## config.mk

```make
export PLATFORM = sky130hd
export DESIGN_NAME = jtag_net_cmd_decoder
export DESIGN_NICKNAME = d
export VERILOG_FILES = /design/src/rtl/jcd_pkg.sv /design/src/rtl/jcd_prefix_match.sv /design/src/rtl/jcd_byte_ram.sv /design/src/rtl/jcd_tck_map.sv /design/src/rtl/jtag_net_cmd_decoder.sv
export SDC_FILE = /design/constraint.sdc
export NUM_CORES = 1
export LEC_CHECK = 0
export BUFFER_PORTS_ARGS = -buffer_cell sky130_fd_sc_hd__buf_2
export CAP_MARGIN = 10
export CELL_PAD_IN_SITES_DETAIL_PLACEMENT = 0
export CELL_PAD_IN_SITES_GLOBAL_PLACEMENT = 1
export CORE_ASPECT_RATIO = 1.5
export CORE_MARGIN = 2
export CORE_UTILIZATION = 46
export CTS_CLUSTER_DIAMETER = 60
export DETAILED_ROUTE_END_ITERATION = 12
export PLACE_DENSITY = 0.87
export SLEW_MARGIN = 0
export SYNTH_ARGS = -nofsm -noshare
export SYNTH_HDL_FRONTEND = slang
export SYNTH_HIERARCHICAL = 1
export SYNTH_SLANG_ARGS = --single-unit
```

## constraint.sdc

```tcl
create_clock -name clk -period 8 [get_ports clk]
set_input_delay 0 -clock clk [delete_from_list [all_inputs] [get_ports clk]]
set_output_delay 0 -clock clk [all_outputs]
set_load 0.03 [all_outputs]
```

## src/rtl/jcd_pkg.sv

```systemverilog
package jcd_pkg;

   typedef enum logic [1:0] {CMD_NONE, CMD_INFO, CMD_TCK, CMD_SHIFT} jcd_cmd_e;
   typedef enum logic [2:0] {S_PFX, S_ARG, S_LOAD, S_SHIFT, S_RESP, S_ERR} jcd_state_e;

   localparam logic [63:0]  STR_INFO  = "getinfo:";
   localparam logic [55:0]  STR_TCK   = "settck:";
   localparam logic [47:0]  STR_SHIFT = "shift:";
   localparam logic [119:0] STR_HDR   = "xvcServer_v1.0:";
   localparam int           HDR_LEN   = 15;

   function automatic int cmd_len(jcd_cmd_e c);
      case (c)
         CMD_INFO:  return 8;
         CMD_TCK:   return 7;
         CMD_SHIFT: return 6;
         default:   return 1;
      endcase
   endfunction

   function automatic logic [7:0] cmd_char(jcd_cmd_e c, int j);
      case (c)
         CMD_INFO:  return STR_INFO[8*(7-j) +: 8];
         CMD_TCK:   return STR_TCK[8*(6-j) +: 8];
         CMD_SHIFT: return STR_SHIFT[8*(5-j) +: 8];
         default:   return 8'h00;
      endcase
   endfunction

   function automatic int num_digits(int v);
      int t = v;
      int n = 1;
      for (int k = 0; k < 10; k++) begin
         if (t >= 10) begin
            t = t / 10;
            n = n + 1;
         end
      end
      return n;
   endfunction

   function automatic logic [7:0] info_char(int maxb, int j);
      int nd = num_digits(maxb);
      int d  = maxb;
      if (j < HDR_LEN) return STR_HDR[8*(HDR_LEN-1-j) +: 8];
      if (j >= HDR_LEN + nd) return 8'h0A;
      for (int k = 0; k < 10; k++)
         if (k < nd - 1 - (j - HDR_LEN)) d = d / 10;
      return 8'(d % 10) + 8'h30;
   endfunction

endpackage

```

## src/rtl/jcd_prefix_match.sv

```systemverilog
module jcd_prefix_match
   import jcd_pkg::*;
(
   input  jcd_cmd_e   cur,
   input  logic [2:0] idx,
   input  logic [7:0] ch,
   output jcd_cmd_e   nxt,
   output logic       ok,
   output logic       last
);
   always_comb begin
      nxt = cur;
      if (idx == 3'd0) begin
         if (ch == "g")      nxt = CMD_INFO;
         else if (ch == "s") nxt = CMD_TCK;
         else                nxt = CMD_NONE;
      end else if (cur == CMD_TCK && idx == 3'd1 && ch == "h") begin
         nxt = CMD_SHIFT;
      end
      ok   = (nxt != CMD_NONE) && (ch == cmd_char(nxt, int'(idx)));
      last = (int'(idx) == cmd_len(nxt) - 1);
   end
endmodule

```

## src/rtl/jcd_byte_ram.sv

```systemverilog
module jcd_byte_ram #(
   parameter int DEPTH = 8,
   parameter int AW    = 3
) (
   input  logic          clk,
   input  logic          we,
   input  logic [AW-1:0] waddr,
   input  logic [7:0]    wdata,
   input  logic [AW-1:0] raddr,
   output logic [7:0]    rdata
);
   logic [7:0] mem [DEPTH];

   always_ff @(posedge clk)
      if (we) mem[waddr] <= wdata;

   assign rdata = mem[raddr];
endmodule

```

## src/rtl/jcd_tck_map.sv

```systemverilog
module jcd_tck_map #(
   parameter int CLK_NS = 10,
   parameter int MIN_NS = 20,
   parameter int MAX_NS = 10000,
   parameter int DIV_W  = 16
) (
   input  logic [31:0]      req_ns,
   input  logic [31:0]      cur_ns,
   output logic [31:0]      clamp_ns,
   output logic [DIV_W-1:0] div
);
   localparam int HALF = 2 * CLK_NS;

   assign clamp_ns = (req_ns < 32'(MIN_NS)) ? 32'(MIN_NS) :
                     (req_ns > 32'(MAX_NS)) ? 32'(MAX_NS) : req_ns;

   generate
      if ((HALF & (HALF - 1)) == 0) begin : g_shift
         assign div = DIV_W'(cur_ns >> $clog2(HALF));
      end else begin : g_divide
         assign div = DIV_W'(cur_ns / 32'(HALF));
      end
   endgenerate
endmodule

```

## src/rtl/jtag_net_cmd_decoder.sv

```systemverilog
module jtag_net_cmd_decoder
   import jcd_pkg::*;
#(
   parameter int MAX_BITS = 64,
   parameter int CLK_NS   = 10,
   parameter int MIN_NS   = 20,
   parameter int MAX_NS   = 10000,
   parameter int DEF_NS   = 1000,
   parameter int DIV_W    = 16
) (
   input  logic             clk,
   input  logic             rst_n,
   input  logic             in_valid,
   input  logic [7:0]       in_data,
   output logic             in_ready,
   output logic             out_valid,
   output logic [7:0]       out_data,
   input  logic             out_ready,
   output logic             sh_req,
   output logic [7:0]       sh_tms,
   output logic [7:0]       sh_tdi,
   output logic [3:0]       sh_cnt,
   input  logic             sh_ack,
   input  logic [7:0]       sh_tdo,
   output logic [DIV_W-1:0] tck_div,
   output logic             err
);
   localparam int NB       = (MAX_BITS + 7) / 8;
   localparam int AW       = (NB > 1) ? $clog2(NB) : 1;
   localparam int BW       = $clog2(MAX_BITS + 1);
   localparam int NBW      = $clog2(NB + 1);
   localparam int LW       = $clog2(2 * NB + 1);
   localparam int INFO_LEN = HDR_LEN + num_digits(MAX_BITS) + 1;
   localparam int RL_A     = (INFO_LEN > NB) ? INFO_LEN : NB;
   localparam int RL_MAX   = (RL_A > 4) ? RL_A : 4;
   localparam int RW       = $clog2(RL_MAX + 1);

   generate
      if (MAX_BITS < 8) begin : g_bad_bits
         $error("MAX_BITS must be at least 8");
      end
      if (MIN_NS < 2 * CLK_NS || MIN_NS > DEF_NS || DEF_NS > MAX_NS) begin : g_bad_ns
         $error("period limits must satisfy 2*CLK_NS <= MIN_NS <= DEF_NS <= MAX_NS");
      end
      if ((MAX_NS / (2 * CLK_NS)) >= (1 << DIV_W)) begin : g_bad_div
         $error("DIV_W too narrow for MAX_NS");
      end
   endgenerate

   jcd_state_e      st;
   jcd_cmd_e        cmd, m_cmd;
   logic [2:0]      pidx;
   logic [1:0]      acnt;
   logic [23:0]     arg;
   logic [31:0]     arg_full, period, clamp_ns, nb_full;
   logic [BW-1:0]   nbits;
   logic [NBW-1:0]  nbyt, sidx;
   logic [LW-1:0]   lidx;
   logic [RW-1:0]   ridx, rlen;
   logic            m_ok, m_last, in_fire, out_fire, last_byte;
   logic [7:0]      tms_rd, tdi_rd, tdo_rd, tdo_mask;

   assign arg_full  = {in_data, arg};
   assign nb_full   = (arg_full + 32'd7) >> 3;
   assign in_ready  = (st == S_PFX) || (st == S_ARG) || (st == S_LOAD) || (st == S_ERR);
   assign in_fire   = in_valid && in_ready;
   assign out_valid = (st == S_RESP);
   assign out_fire  = out_valid && out_ready;
   assign sh_req    = (st == S_SHIFT);
   assign err       = (st == S_ERR);
   assign last_byte = (sidx == nbyt - NBW'(1));
   assign sh_cnt    = (last_byte && nbits[2:0] != 3'd0) ? {1'b0, nbits[2:0]} : 4'd8;
   assign tdo_mask  = 8'hFF >> (4'd8 - sh_cnt);
   assign sh_tms    = tms_rd;
   assign sh_tdi    = tdi_rd;

   jcd_prefix_match u_pfx (
      .cur(cmd), .idx(pidx), .ch(in_data), .nxt(m_cmd), .ok(m_ok), .last(m_last)
   );

   jcd_tck_map #(.CLK_NS(CLK_NS), .MIN_NS(MIN_NS), .MAX_NS(MAX_NS), .DIV_W(DIV_W)) u_tck (
      .req_ns(arg_full), .cur_ns(period), .clamp_ns(clamp_ns), .div(tck_div)
   );

   jcd_byte_ram #(.DEPTH(NB), .AW(AW)) u_tms (
      .clk(clk), .we(in_fire && st == S_LOAD && lidx < LW'(nbyt)),
      .waddr(AW'(lidx)), .wdata(in_data), .raddr(AW'(sidx)), .rdata(tms_rd)
   );

   jcd_byte_ram #(.DEPTH(NB), .AW(AW)) u_tdi (
      .clk(clk), .we(in_fire && st == S_LOAD && lidx >= LW'(nbyt)),
      .waddr(AW'(lidx - LW'(nbyt))), .wdata(in_data), .raddr(AW'(sidx)), .rdata(tdi_rd)
   );

   jcd_byte_ram #(.DEPTH(NB), .AW(AW)) u_tdo (
      .clk(clk), .we(sh_req && sh_ack),
      .waddr(AW'(sidx)), .wdata(sh_tdo & tdo_mask), .raddr(AW'(ridx)), .rdata(tdo_rd)
   );

   always_comb begin
      case (cmd)
         CMD_INFO: out_data = info_char(MAX_BITS, int'(ridx));
         CMD_TCK:  out_data = period[8*ridx[1:0] +: 8];
         default:  out_data = tdo_rd;
      endcase
   end

   always_ff @(posedge clk) begin
      if (!rst_n) begin
         st     <= S_PFX;
         cmd    <= CMD_NONE;
         pidx   <= '0;
         acnt   <= '0;
         arg    <= '0;
         period <= 32'(DEF_NS);
         nbits  <= '0;
         nbyt   <= '0;
         lidx   <= '0;
         sidx   <= '0;
         ridx   <= '0;
         rlen   <= '0;
      end else begin
         case (st)
            S_PFX: if (in_fire) begin
               if (!m_ok) begin
                  st <= S_ERR;
               end else begin
                  cmd <= m_cmd;
                  if (m_last) begin
                     pidx <= '0;
                     ridx <= '0;
                     acnt <= '0;
                     if (m_cmd == CMD_INFO) begin
                        st   <= S_RESP;
                        rlen <= RW'(INFO_LEN);
                     end else begin
                        st <= S_ARG;
                     end
                  end else begin
                     pidx <= pidx + 3'd1;
                  end
               end
            end
            S_ARG: if (in_fire) begin
               if (acnt != 2'd3) begin
                  arg[8*acnt +: 8] <= in_data;
                  acnt <= acnt + 2'd1;
               end else if (cmd == CMD_TCK) begin
                  period <= clamp_ns;
                  rlen   <= RW'(4);
                  st     <= S_RESP;
               end else if (arg_full > 32'(MAX_BITS)) begin
                  st <= S_ERR;
               end else if (arg_full == 32'd0) begin
                  st <= S_PFX;
               end else begin
                  nbits <= BW'(arg_full);
                  nbyt  <= NBW'(nb_full);
                  lidx  <= '0;
                  st    <= S_LOAD;
               end
            end
            S_LOAD: if (in_fire) begin
               if (lidx == LW'(2 * nbyt) - LW'(1)) begin
                  sidx <= '0;
                  st   <= S_SHIFT;
               end else begin
                  lidx <= lidx + LW'(1);
               end
            end
            S_SHIFT: if (sh_ack) begin
               if (last_byte) begin
                  rlen <= RW'(nbyt);
                  ridx <= '0;
                  st   <= S_RESP;
               end else begin
                  sidx <= sidx + NBW'(1);
               end
            end
            S_RESP: if (out_fire) begin
               if (ridx == rlen - RW'(1)) st <= S_PFX;
               else                       ridx <= ridx + RW'(1);
            end
            default: st <= S_ERR;
         endcase
      end
   end
endmodule

```

==> out/qor.yml, run 1 <==
synth_area_um2: 19100
cts_buffers: 26
wl_um: 53000
start_util: 0.465
min_period_ns: 9.34
avgRoutedWirePerCell_um: 19.6
synth_most_common_cell: "nand2_1"
cts_sinks: 284
worst_slew_pin_slew_ns: 1.22
required_ns: 8.00
r2r-start: "pidx[1]"
synth_area_leaders: "edfxtp_1 30%, dfxtp_1 9.6%, mux4_1 6.2%"
port_buffers: 68
startpoint: "period[26]"
rsz0062_at_grt: "true"
ir_drop_v: 0.000224
h-tree-depth: 1
yosysTopAreaCell: "edfxtp_1"
syn2layout_area_growth_pct: 24.4
hold_depth: 2
hp-class: "in -> reg"
powerDensity_nw_per_um2: 135
status: "finished with violations"
final_area_um2: 23800
dr.pass1.iters: 6
yosysWarningCount: 6
violations: "negative setup slack"
nets: 2209
grtUsageTotal: 0.234
worst-r2r-cell-count: 18
dp_hpwl_um: 36200
max_freq_mhz: 107
synth_seq_cells: 284
post-route-period-util: 1.17
vias: 16245
hold_path.startpoint: "sh_tdo[0]"
instances_no_fill: 2710
static-leakage-power_nw: 8.66
cp_common_cell: "buf_4"
hold_viol: 0
cp_slowest_stage_delay_ns: 0.56
async_reset_ff_frac: 0
place_area_um2: 21100
grt_first_pass_wirelength_um: 81800
die_area_um2: 43200
rr_endpoint: "rlen[1]"
clock_latency_ns: 0.57
drive_gt1_frac: 0.284
synth-seq-area-share: 0.398
critPathLaunchType: "register"
cp_slowest_cell: "or4_4"
synthFlopType: "edfxtp_1"
crit_type: "reg -> out"
die_height_um: 254
boundaryPins: 69
rrSetupSlack_ns: 2.81
grt_pass1_vias: 15680
synth_common_cells: "207 x nand2_1, 192 x edfxtp_1, 137 x nor2_1"
drcViolationCount: 0
gp_congestion: 0.932
synth_edf_count: 192
avgSynthCellArea_um2: 10.1
cts_tree: "built"
holdWs_ns: 0.312
path_clk_slew_ns: 0.07
drtAntennaViolNets: 0
die_w_um: 170
worstPathArrival_ns: 9.34
gr-total-overflow: 0
utilization: 0.578
viasPerCell: 5.99
netlist_instances: 1883
finalClockSkew_ns: 0.0284
maxSlewViolCount: 0
nFillCells: 3383
setup_ws_ns: -1.34
grt_max_degree: 66
slew_headroom: 0.183
place_inst: 2579
setup_viol: 5
cts_buffer_depth: 3
cp_max_fo: 8
coreArea_um2: 41100
endpoint_kind: "primary output"
drt_iter0_markers: 1380
synth_top_area_share: 0.302
cap_violations: 0
synth_cell_types: 131
place_ws_ns: -1.06
grt_antenna_before_repair: 0
min_to: "u_tdo/mem[4][0]"
rows: 91
antenna_cells: 0
root_buffer: "clkbuf_16"
==> layer usage <==
layer  routed length, um  global-route usage
met5                   0                   0
met4                2360               0.101
met3                1890              0.0165
met2               28600               0.446
met1               20200               0.267
==> worst max path at each step <==
stage	endpoint	slack, ns
floorplan	tck_div[0]	-0.15
global placement	tck_div[0]	-0.94
detailed placement	tck_div[0]	-1.06
CTS	tck_div[0]	-1.22
global route	tck_div[0]	-1.56
finish	tck_div[0]	-1.34
==> flip-flops by register name (all words and copies together), names as in the netlist <==
| register | count |
|---|---|
| acnt | 2 |
| arg | 24 |
| cmd | 2 |
| lidx | 5 |
| nbits | 3 |
| nbyt | 4 |
| period | 32 |
| pidx | 3 |
| ridx | 5 |
| rlen | 5 |
| sidx | 4 |
| st | 3 |
| u_tdi/mem | 64 |
| u_tdo/mem | 64 |
| u_tms/mem | 64 |
==> what timing repair did <==
item | in CTS | in global routing
endpoints found under the hold margin | 230 | 0
setup endpoints to repair | 8 | 7
gates cloned | 1 | 2
buffers inserted | 27 | 38
pin swaps | 26 | 71
hold buffers | 20 | 0
resized for setup | 77 | 140
==> cells by family (layout without fill, tap and decap cells) <==
kind of cell    after synthesis  after routing  share of synthesized area
fa+ha+maj                    60             60                     0.0392
compound gates              449            449                      0.175
buf+inv                     210            461                     0.0571
simple gates                714            715                      0.195
flops                       284            284                      0.398
mux                         120            120                      0.111
other cells                   1             18                   0.000196
xor+xnor                     45             45                     0.0253
==> cells in the final DEF, fill, tap and decap left out, types with 19 or more instances in the layout <==
master         netlist  final
buf_4               25    218
nand2_1            207    201
edfxtp_1           192    192
nor2_1             137    131
a21oi_1            101     98
dfxtp_1             92     85
nand3_1             84     75
o21ai_0             74     64
inv_1               65     63
buf_2               19     61
ha_1                55     55
mux4_1              45     45
nor3_1              45     40
mux2i_1             34     30
clkbuf_16            0     26
buf_6               18     26
mux2_2              29     26
xnor2_1             25     24
nand2b_1            26     24
o211ai_1            21     21
and3_1              24     20
dlygate4sd3_1        0     20
and2_1              20     19
==> power breakdown <==
group          internal (mW)  switching [mW]  leakage [nW]
clock                  0.799           0.560         0.450
combinational         0.0820           0.157          5.74
sequential              1.57          0.0296          2.47
total                   2.45           0.747          8.66
==> layout make-up <==
cell class,instances,area (um2),area share
clock buffers,34,711,0.0299
clock inverters,14,243,0.0102
inverters,74,278,0.0117
multi-input cells,1407,11500,0.485
flip-flops and latches,284,7630,0.321
well taps,558,698,0.0294
repair buffers,339,2680,0.113
==> per-stage QoR <==
stage               power, mW  TNS [ns]
floorplan                1.80    -0.145
global placement         1.86     -2.32
detailed placement       1.86     -2.81
CTS                      3.22     -3.45
global route             3.29     -5.84
finish                   3.20     -4.56
==> worst max-delay path: cells and delay by family, from the launching register on <==
family / cells / cell delay [ns]
buffers and inverters: 12 / 1.77
and+or+nand+nor: 4 / 1.23
DFF: 1 / 0.37
muxes: 2 / 0.48
AOI/OAI and AO/OA: 21 / 4.73
xor gates and xnor gates: 1 / 0.15
(Power assumes the default switching activity.)
==> run 2: changes to the inputs <==
Settings changed: ABC_AREA from default to 1, CORE_UTILIZATION 46 to 42, PLACE_DENSITY 0.87 to 0.86.
==> out/qor.yml, run 2 <==
place_inst: 3188
synth_top_area_share: 0.306
avgSynthCellArea_um2: 7.42
powerDensity_nw_per_um2: 189
critPathLaunchType: "register"
use_met2: 0.410
synth_cell_types: 60
instances_no_fill: 3297
final_area_um2: 22700
grt_max_degree: 73
crit_type: "reg -> out"
viasPerCell: 5.00
path_clk_slew_ns: 0.07
violations: "negative setup slack"
synth-seq-area-share: 0.404
finalClockSkew_ns: 0.0190
place_area_um2: 20200
hold_viol: 0
cp_slowest_cell: "dfxtp_4"
h-tree-depth: 1
nets: 2771
power_mw: 4.27
rrSetupSlack_ns: 3.53
met3_usage: 0.0196
antenna_cells: 0
worst_slew_pin_slew_ns: 1.04
gp_congestion: 0.870
drive_gt1_frac: 0.225
rsz0062_at_grt: "true"
cp_common_cell: "nand2_4"
grt_antenna_before_repair: 0
die_w_um: 177
wl_um: 50000
cts_buffer_depth: 3
synth_area_um2: 18800
ir_drop_v: 0.000143
final_cell_mix: "596 x nand2_1, 407 x inv_1, 234 x nand3_1"
r2r-start: "pidx[0]"
cap_violations: 0
async_reset_ff_frac: 0
setup_viol: 8
post-route-period-util: 1.27
hp-class: "in -> reg"
reg_top3: "u_tdi/mem (64), u_tdo/mem (64), u_tms/mem (64)"
top_usage_layer: "met2"
rr_endpoint: "rlen[3]"
rows: 95
grtUsageTotal: 0.209
start_util: 0.423
synth_most_common_cell: "nand2_1"
cp_max_fo: 5
syn2layout_area_growth_pct: 20.3
synth_seq_cells: 284
static-leakage-power_nw: 10.8
setup_ws_ns: -2.19
coreArea_um2: 44600
die_height_um: 263
slew_headroom: 0.302
cp_slowest_stage_delay_ns: 0.38
avgRoutedWirePerCell_um: 15.2
die_area_um2: 46600
max_freq_mhz: 98.1
worstPathArrival_ns: 10.19
clock_latency_ns: 0.56
boundaryPins: 69
netlist_instances: 2540
startpoint: "period[29]"
cts_tree: "built"
synth_area_leaders: "edfxtp_1 31%, nand2_1 13%, dfxtp_1 9.8%"
cts_buffers: 27
required_ns: 8.00
synth_common_cells: "656 x nand2_1, 417 x inv_1, 275 x nand3_1"
critPathBufInv: 15
port_buffers: 68
drtAntennaViolNets: 0
drt_iter0_markers: 1142
grt_first_pass_wirelength_um: 79500
maxSlewViolCount: 0
yosysTopAreaCell: "edfxtp_1"
use_met1: 0.233
cts_sinks: 284
grt_pass1_vias: 16121
vias: 16474
yosysWarningCount: 6
synthFlopType: "edfxtp_1"
status: "finished with violations"
min_period_ns: 10.19
endpoint_kind: "primary output"
drcViolationCount: 0
cp.depth: 108
tns_ns: -11.26
gr-total-overflow: 0
synth_edf_count: 192
root_buffer: "clkbuf_16"
critPathCapture: "tck_div[0]"
crit_family: "simple AND/OR/NAND/NOR gates"
dr.pass1.iters: 7
worst-r2r-cell-count: 25
dp_hpwl_um: 34700
utilization: 0.508
layout_commonest_cell: "nand2_1"
==> run 2: changes by cell type after synthesis, moves of 33 or more <==
cell,change
mux2i_1,-34
inv_2,+45
mux4_1,-45
clkbuf_1,-37
nor3_1,-33
nand2_2,+91
nand2_1,+449
nand3_1,+191
inv_1,+352
nand2_4,+33
nor2_1,+50
==> run 2: worst min path at each step <==
stage / startpoint / end / slack, ns / cells past startpoint
after detailed placement: sh_tdo[0] / u_tdo/mem[3][0] / 0.31 / 1
after floorplan: in_data[0] / u_tdi/mem[0][0] / 0.1 / 0
final: rst_n / period[9] / 0.02 / 3
after CTS: rst_n / period[9] / 0.02 / 3
after global placement: sh_tdo[0] / u_tdo/mem[2][0] / 0.28 / 1
after global routing: rst_n / period[9] / 0.06 / 3
==> run 2: final cells by class <==
class	count	area, um2
clock inverter	18	186
timing repair buffer	199	1450
multi-input combinational	1708	10100
clock buffer	32	714
sequential	284	7620
tap	582	728
fill	4235	21900
inverter	474	1820
==> run 2: repair_timing <==
| action | 4_1_cts | 5_1_grt |
|---|---|---|
| resized for setup | 89 | 158 |
| gates cloned | 0 | 0 |
| pin swaps | 61 | 90 |
| hold buffers | 17 | 0 |
| setup endpoints to repair | 8 | 11 |
| endpoints found under the hold margin | 189 | 0 |
| setup buffers | 26 | 18 |
==> run 2: cells by family (layout without fill, tap and decap cells) <==
logic type               count (synthesis)  count (layout)  synth area share
flip-flops                             284             284             0.404
buffers and inverters                  565             723             0.129
AND/OR/NAND/NOR                       1347            1347             0.337
XOR/XNOR                                27              27            0.0130
AO/OA/AOI/OAI                          260             260            0.0799
adder cells (fa/ha/maj)                 56              56            0.0376
other                                    1              18          0.000199
==> run 2: per-layer routing <==
layer  vias to the layer above  part of all wire
met2                       378              0.55
met5                         -                 0
met3                        76             0.040
met1                      7673              0.38
li1                       8347                 -
met4                         0             0.028
==> run 2: power by group <==
| group | switching (mW) | total [mW] | internal [mW] |
|---|---|---|---|
| Clock | 0.578 | 1.32 | 0.739 |
| Combinational | 0.911 | 1.28 | 0.365 |
| Sequential | 0.0680 | 1.68 | 1.61 |
==> run 2: worst reg2reg max path: stages, from the launching register on <==
cell      delay, ns
dfxtp_1        0.71
inv_6          0.12
ha_1           0.27
inv_1          0.08
nor2_1         0.06
nand3_1        0.12
nand2_1        0.18
inv_1          0.21
ha_1           0.28
inv_1          0.09
o21ai_0        0.15
inv_1          0.07
nand3_1        0.09
nand2_1        0.05
nor2_1         0.09
nand2_1        0.05
nor2_1         0.09
nand2_1        0.07
nor2_1         0.23
inv_1          0.12
o21ai_1        0.26
o211ai_1       0.17
nor3_1         0.27
nand2_1        0.24
a21oi_1        0.20
a211oi_1       0.07
==> run 2: stage by stage <==
stage	setup slack (ns)	hold WS, ns
floorplan	-1.26	0.0989
global placement	-1.10	0.284
detailed placement	-1.59	0.311
CTS	-2.07	0.0156
global route	-2.87	0.0623
finish	-2.19	0.0243
